File: src/rtl/sig_pkg.sv
package sig_pkg;

  typedef enum logic [1:0] {
    PH_MAIN_GO   = 2'd0,
    PH_MAIN_WARN = 2'd1,
    PH_SIDE_GO   = 2'd2,
    PH_SIDE_WARN = 2'd3
  } phase_e;

  localparam int LAMP_W = 3;
  localparam logic [LAMP_W-1:0] LAMP_GRN = 3'b001;
  localparam logic [LAMP_W-1:0] LAMP_YEL = 3'b010;
  localparam logic [LAMP_W-1:0] LAMP_RED = 3'b100;

endpackage

File: src/rtl/rst_sync.sv
module rst_sync #(
  parameter int STAGES = 2
) (
  input  logic clk,
  input  logic rst_n,
  output logic rst_n_sync
);
  logic [STAGES-1:0] chain_q;

  always_ff @(posedge clk or negedge rst_n) begin
    if (!rst_n) chain_q <= '0;
    else        chain_q <= {chain_q[STAGES-2:0], 1'b1};
  end

  assign rst_n_sync = chain_q[STAGES-1];
endmodule

File: src/rtl/interval_timer.sv
module interval_timer #(
  parameter int SHORT_CYC = 4,
  parameter int LONG_CYC  = 10
) (
  input  logic clk,
  input  logic rst_n,
  input  logic restart_i,
  output logic short_done_o,
  output logic long_done_o
);
  localparam int CW = $clog2(LONG_CYC + 1);
  localparam logic [CW-1:0] SHORT_V = CW'(SHORT_CYC);
  localparam logic [CW-1:0] LONG_V  = CW'(LONG_CYC);

  logic [CW-1:0] cnt_q, cnt_d;
  logic          cnt_en;
  logic          saturated;

  assign saturated = (cnt_q == LONG_V);
  assign cnt_en    = restart_i | ~saturated;

  always_comb begin
    if (restart_i) cnt_d = '0;
    else           cnt_d = cnt_q + 1'b1;
  end

  always_ff @(posedge clk or negedge rst_n) begin
    if (!rst_n)      cnt_q <= '0;
    else if (cnt_en) cnt_q <= cnt_d;
  end

  assign short_done_o = (cnt_q >= SHORT_V);
  assign long_done_o  = saturated;
endmodule

File: src/rtl/phase_fsm.sv
module phase_fsm
  import sig_pkg::*;
(
  input  logic   clk,
  input  logic   rst_n,
  input  logic   car_i,
  input  logic   short_done_i,
  input  logic   long_done_i,
  output phase_e phase_o,
  output logic   restart_o
);
  phase_e state_q, state_d;

  always_comb begin
    state_d = state_q;
    unique case (state_q)
      PH_MAIN_GO:   if (car_i && long_done_i)   state_d = PH_MAIN_WARN;
      PH_MAIN_WARN: if (short_done_i)           state_d = PH_SIDE_GO;
      PH_SIDE_GO:   if (!car_i || long_done_i)  state_d = PH_SIDE_WARN;
      PH_SIDE_WARN: if (short_done_i)           state_d = PH_MAIN_GO;
      default:                                  state_d = PH_MAIN_GO;
    endcase
  end

  always_ff @(posedge clk or negedge rst_n) begin
    if (!rst_n) state_q <= PH_MAIN_GO;
    else        state_q <= state_d;
  end

  assign restart_o = (state_d != state_q);
  assign phase_o   = state_q;
endmodule

File: src/rtl/lamp_decode.sv
module lamp_decode
  import sig_pkg::*;
(
  input  phase_e            phase_i,
  output logic [LAMP_W-1:0] main_o,
  output logic [LAMP_W-1:0] side_o
);
  always_comb begin
    main_o = LAMP_RED;
    side_o = LAMP_RED;
    unique case (phase_i)
      PH_MAIN_GO:   main_o = LAMP_GRN;
      PH_MAIN_WARN: main_o = LAMP_YEL;
      PH_SIDE_GO:   side_o = LAMP_GRN;
      PH_SIDE_WARN: side_o = LAMP_YEL;
      default: begin
        main_o = LAMP_RED;
        side_o = LAMP_RED;
      end
    endcase
  end
endmodule

File: src/rtl/road_signal_ctrl.sv
module road_signal_ctrl
  import sig_pkg::*;
#(
  parameter int SHORT_CYC = 4,
  parameter int LONG_CYC  = 10
) (
  input  logic       clk,
  input  logic       rst_n,
  input  logic       car_i,
  output logic [1:0] phase_o,
  output logic [2:0] main_lamp_o,
  output logic [2:0] side_lamp_o,
  output logic       short_exp_o,
  output logic       long_exp_o
);
  logic   rst_n_int;
  logic   restart;
  logic   short_done, long_done;
  phase_e phase;

  rst_sync #(.STAGES(2)) u_rst (
    .clk        (clk),
    .rst_n      (rst_n),
    .rst_n_sync (rst_n_int)
  );

  interval_timer #(.SHORT_CYC(SHORT_CYC), .LONG_CYC(LONG_CYC)) u_timer (
    .clk          (clk),
    .rst_n        (rst_n_int),
    .restart_i    (restart),
    .short_done_o (short_done),
    .long_done_o  (long_done)
  );

  phase_fsm u_fsm (
    .clk          (clk),
    .rst_n        (rst_n_int),
    .car_i        (car_i),
    .short_done_i (short_done),
    .long_done_i  (long_done),
    .phase_o      (phase),
    .restart_o    (restart)
  );

  lamp_decode u_lamps (
    .phase_i (phase),
    .main_o  (main_lamp_o),
    .side_o  (side_lamp_o)
  );

  assign phase_o     = phase;
  assign short_exp_o = short_done;
  assign long_exp_o  = long_done;
endmodule

File: config.mk
export PLATFORM = sky130hd
export DESIGN_NAME = road_signal_ctrl
export DESIGN_NICKNAME = d
export VERILOG_FILES = /design/src/rtl/sig_pkg.sv /design/src/rtl/rst_sync.sv /design/src/rtl/interval_timer.sv /design/src/rtl/phase_fsm.sv /design/src/rtl/lamp_decode.sv /design/src/rtl/road_signal_ctrl.sv
export SDC_FILE = /design/constraint.sdc
export NUM_CORES = 1
export LEC_CHECK = 0
export BUFFER_PORTS_ARGS = -buffer_cell sky130_fd_sc_hd__clkbuf_2
export CAP_MARGIN = 20
export CORE_AREA = 2 2 39 41
export DETAILED_ROUTE_END_ITERATION = 8
export DIE_AREA = 0 0 41 43
export PLACE_DENSITY = 0.59
export SETUP_SLACK_MARGIN = 0.3
export SLEW_MARGIN = 20
export SYNTH_ARGS = -nofsm -noshare
export SYNTH_HDL_FRONTEND = slang
export SYNTH_SLANG_ARGS = --single-unit
File: constraint.sdc
create_clock -name clk -period 1.6 [get_ports clk]
set_clock_uncertainty 0.1 [all_clocks]
set_input_delay 0 -clock clk [delete_from_list [all_inputs] [get_ports clk]]
set_output_delay 0 -clock clk [all_outputs]
set_load 0.03 [all_outputs]
After elaboration in Yosys (flattened, before gate mapping)
Cells that the tools add are included.

Div/mod/pow operators: 0. Eq/ne operators: 5. Multiplexer cells: 8. Bitwise logic cells: 2. Reduce and logical (&&, ||, !) cells: 4. $lt $le $gt $ge: 1. $add $sub $neg: 1. Shift-type cells: 0. $mul: 0.

Operators with widths (number): $pmux 3 s2 (2); $mux 2 (4); $pmux 2 s4 (1); $add 4x1->4 const B (1); $eq 2x2->1 const B (2); $eq 4x4->1 const B (1); $ge 4x3->1 const B (1); $mux 4 (1); $eq 2x1->1 const B (1); $logic_not 2->1 (1); $ne 2x2->1 (1); $logic_and 1x1->1 (1); $logic_not 1->1 (1); $logic_or 1x1->1 (1); $not 1->1 (1); $or 1x1->1 (1).

Memories: 0. Memory bits (read-only): 0. Word-level logic and storage cells: 24. Bits in registers: 8. Output and inout port bits: 10. Latch bits: 0. RAM bits: 0. Input port bits: 3.

Logic depth before layout (Yosys ltp)
Depth after elaboration: 6. Depth in mapped cells: 5. Depth with buffers taken out: 5.

Hierarchy
From an unflattened synthesis, not the netlist that was laid out.

Cells, all modules: 37. Area, all modules: 407.9 sq um.

Modules (own cells, without submodules): interval_timer (times used 1, cells an instance 20, area an instance 224.0 sq um); phase_fsm (times used 1, cells an instance 8, area an instance 98.8 sq um); rst_sync (times used 1, cells an instance 3, area an instance 53.8 sq um); lamp_decode (times used 1, cells an instance 6, area an instance 31.3 sq um).

Worst setup path after synthesis
OpenSTA, ideal clock, no wires.

Kind: reg2reg. From: register u_fsm.state_q[1] (netlist: u_fsm.phase_o[1]). To: register u_timer.cnt_q[0]. Data arrival time: 1.234 ns. Buffers on the path: 0. Stages on the path, launching flop included: 4. Slack: 0.135 ns. Cell sequence: dfrtp_1 -> inv_2 -> o311ai_4 -> nor2_1.

Cells in the longest elaborated chain, start to end: 4.

Ends and longest elaborated chain: from (decl) (RTL line phase_fsm.sv:12) `phase_e state_q, state_d;`; from (signal assigned) (RTL line phase_fsm.sv:27) `else state_q <= state_d;`; $eq 2x2->1, or another cell as far along (RTL line phase_fsm.sv:16) `unique case (state_q)`; $pmux 2 s4 (RTL line phase_fsm.sv:16); $ne 2x2->1 (*) (RTL line phase_fsm.sv:30) `assign restart_o = (state_d != state_q);`; $mux 4 or $or 1x1->1 (tied branches) (RTL line interval_timer.sv:23, interval_timer.sv:20); to (signal assigned) (RTL line interval_timer.sv:29) `else if (cnt_en) cnt_q <= cnt_d;`; to (decl) (RTL line interval_timer.sv:15) `logic [CW-1:0] cnt_q, cnt_d;`.

Every way passes the cells marked *; elsewhere a longest branch is shown, timed or not. A chain may end at the register's enable or synchronous reset.

Worst setup path after layout
From: register u_timer.cnt_q[0]. To: register u_timer.cnt_q[1].

Cells in the longest elaborated chain, start to end: 6.

Ends and longest elaborated chain: parallel branches: the longest is 6 deep, another holds $ge 4x3->1.

Parallel ways; which one is timed is not known.

==> results.txt <==
The first detailed-routing pass took 4 iterations. Summed over all cells, the static leakage comes to 0.297 nW. The sum of negative setup slack is 0 ns. The area fraction of the dominant cell type after synthesis is 49.1%. The number of storage elements in the synthesis netlist is 8.

The count of yosys warnings during synthesis is 0. The number of hold violations in the final report came out at 0. The final cycle utilization of the critical path is 84.9%. The tool flagged a number of max-cap violations equal to 0.

The number of design-rule violations left by the first detailed-router iteration is 3. Summed over all instances, the cell type with the most area after synthesis is dfrtp_1. Setup slack on the worst reg-to-reg path comes out at 0.24 ns. The maximum cell stage delay along the critical path came out at 0.38 ns. The later pin in the worst-skew pair is clocked with a latency of 0.25 ns. The capture point of the worst reg-to-reg path is u_timer.cnt_q[1]. The post-synthesis adder-cell area fraction is 6.13%. The critical path goes through inv_1 > ha_1 > nand3b_1 > buf_4 > a211oi_2. Of the synthesized area, sequential elements account for 49.1%.

The initial utilization of the core area, before any placement, comes to 29.5%. The average vias per placed instance is 4.62. The number of antenna violations at the first check in global routing is 0. Counting cells, the worst reg-to-reg path comes to 5. Once placement finished, the instance area stood at 488 um2. 0 antenna diodes ended up in the layout. The parity-gate share of the synthesized area counting xor and xnor cells is 8.59%. In the final routed layout, each cell accounts on average for 13.3 um.

The post-synthesis instance area came out at 408 um2. The most critical setup path has its startpoint at u_timer.cnt_q[0]. The worst setup path is captured at a flop. The final critical path time including I/O delays and setup came out at 1.36 ns. From bottom edge to top edge, the die measures 43 um. The compound-cell area share of the yosys netlist is 14.7%. Yosys attributes the largest share of cell area to dfrtp_1 (49%), o311ai_4 (6.4%), xnor2_1 (6.4%).

The data arrival at the endpoint of the critical path is 1.41 ns. The core region is 0.00138 mm2. The number of synthesized flops with an enable pin came out at 0. The flow ran to the end, and the final reports show no timing, DRC or antenna violations. The total power consumption of the routed design is 0.00148 W. The mean area per synthesized cell came out at 11.3 um2.

The combinational family with the most area after synthesis is simple AND/OR/NAND/NOR gates. The type of the worst min-delay path is reg -> async. The die area is 0.00176 mm2. The half-perimeter wire length after detailed placement is 562 um. The number of global-route vias before repair is 331. TritonCTS built the clock tree.

The highest ir drop seen on vdd came out at 698 uV. The width of the die came out at 41 um. The detailed-route via count came out at 342. After the flow finishes, the layout carries non-filler instances totaling 74.

The primary flip-flop cell chosen by synthesis mapping is dfrtp_1. The fraction of the mapped netlist area in simple logic gates came out at 16.9%. In the layout the commonest cells are clkbuf_2 (11), dfrtp_1 (6), buf_4 (5), nor2_1 (4), clkbuf_4 (3).

The clock net in this run drives a total of 8 sinks. The critical path launch point type is a flop. The power density over the cells came out at 2450 mW/mm2. The congestion estimate from routability-driven global placement came to 0.679. After technology mapping, the gate count stands at 36. The mux cell area share after synthesis came out at 0%.

Input and output buffers added on the ports amount to 12. The number of clock buffers inserted by TritonCTS came out at 3. The startpoint identified for the worst register-to-register timing path is u_timer.cnt_q[0]. No sink is reached through more buffers than the 2 on the longest clock path.

The final design instance area without fill is 603 um2. Global routing used 12.2% of the available tracks. The number of pins with negative max-slew slack in the final report is 0.

Synthesis instantiated 21 different standard cells from the library. Setup repair after global routing could not meet its margin everywhere. The residual antenna-violating net count after detailed routing came out at 0. The final layout contains routed wiring with a total length of 984 um. The first global-routing pass estimated 1390 um of wire. The standard cell with the maximum stage delay on the critical path is dfrtp_1. The number of placed cells counting well taps came out at 63. The total grt overflow came out at 0.

The pin count of the biggest net entering global routing came out at 9. The proportion of synthesized flip-flops having asynchronous set or reset is 100%. The count of standard-cell rows is 14. The timing endpoint of the critical path is u_timer.cnt_q[1]. CTS built an H-tree with a depth of 1. Static timing analysis puts the maximum clock frequency at 0.736 GHz. The number of I/O pins is 13. The layout-stage area growth over the synthesis result came out at 47.9%.

The library cell used most frequently in the layout, excluding fill and tap cells, is clkbuf_2. The share of layout cells above drive strength 1 came out at 55.2%. The required time reported for the critical path endpoint came out at 1.65 ns. The clock-pin slew reported for the worst setup and hold paths after clock tree synthesis is 0.06 ns. The critical-path maximum fanout came out at 3. After detailed routing, the number of remaining DRC violations is 0. The final-report setup violation count is 0. The number of filler instances in the final layout is 139. The number of nets at the end of the flow came out at 64. The net count after synthesis came out at 41.

The tree is rooted in a clkbuf_4. The critical path in this run is classified as reg -> reg.
## area by class of cell
type,count,area [um2],area share [%]
Timing Repair Buffer,19,128,21.2
Multi-Input combinational cell,24,213,35.3
Sequential cell,8,203,33.6
Inverter,3,13.8,2.28
Clock buffer,4,26.3,4.36
Tap cell,16,20.0,3.32
## flip-flops by register name (all words and copies together), names as in the netlist
| register | flops |
|---|---|
| u_fsm.phase_o | 2 |
| u_rst.chain_q | 2 |
| u_timer.cnt_q | 4 |
## where the power goes
| group | switching [W] | internal (W) |
|---|---|---|
| Sequential | 0.000123 | 0.000289 |
| Combinational | 0.000538 | 0.000364 |
| Clock | 0.0000686 | 0.0000954 |
## timing repair
item / CTS / global route
hold endpoints to repair: 2 / 0
setup buffers: 4 / 1
hold buffers: 2 / 0
pin swaps: 1 / 1
endpoints found under the setup margin: 6 / 8
gates resized for setup: 2 / 6
## metal layers
metal	part of all wire, %	routed length [um]	GRT usage [%]	vias up
li1	-	-	-	163
met1	41	404	13.7	167
met2	55	546	18.1	12
met3	3.4	33	3.14	0
met4	0	0	10.0	0
met5	0	0	0	-
## cells by family (layout without fill, tap and decap cells)
family	Yosys count	after routing
fa+ha+maj	2	2
xor+xnor	4	4
buf+inv	4	26
simple gates	12	12
compound gates	5	5
other cells	1	1
flops	8	8
## cell usage after synthesis (2+ instances only)
| cell type | count |
|---|---|
| dfrtp_1 | 8 |
| ha_1 | 2 |
| inv_1 | 2 |
| nor2_1 | 5 |
| xnor2_1 | 3 |
## worst max-delay path: cells and delay by family, from the launching register on
kind	cells	cell delay [ns]
compound gates	1	0.25
fa+ha+maj	1	0.16
buf+inv	2	0.25
flops	1	0.38
simple gates	1	0.13
## stage by stage
stage	setup WS, ns	hold slack [ns]	utilization, %
floorplan	0.324	-0.396	-
global placement	0.252	-0.312	35.3
detailed placement	0.229	-0.310	35.3
CTS	0.296	0.0119	41.4
global route	0.196	0.0331	43.6
finish	0.241	0.00551	43.6
## worst min path at each step
stage                                 from                to  slack (ns)  cells past startpoint
after floorplan                      rst_n  u_rst.chain_q[0]       -0.40                      0
after global placement               rst_n  u_rst.chain_q[1]       -0.31                      1
after detailed placement             rst_n  u_rst.chain_q[1]       -0.31                      1
after CTS                 u_rst.chain_q[1]  u_fsm.phase_o[0]        0.01                      0
after global routing      u_rst.chain_q[1]  u_fsm.phase_o[1]        0.03                      0
final                     u_rst.chain_q[1]  u_fsm.phase_o[1]       0.006                      0
Note: power is estimated with default switching activity, not from simulation.
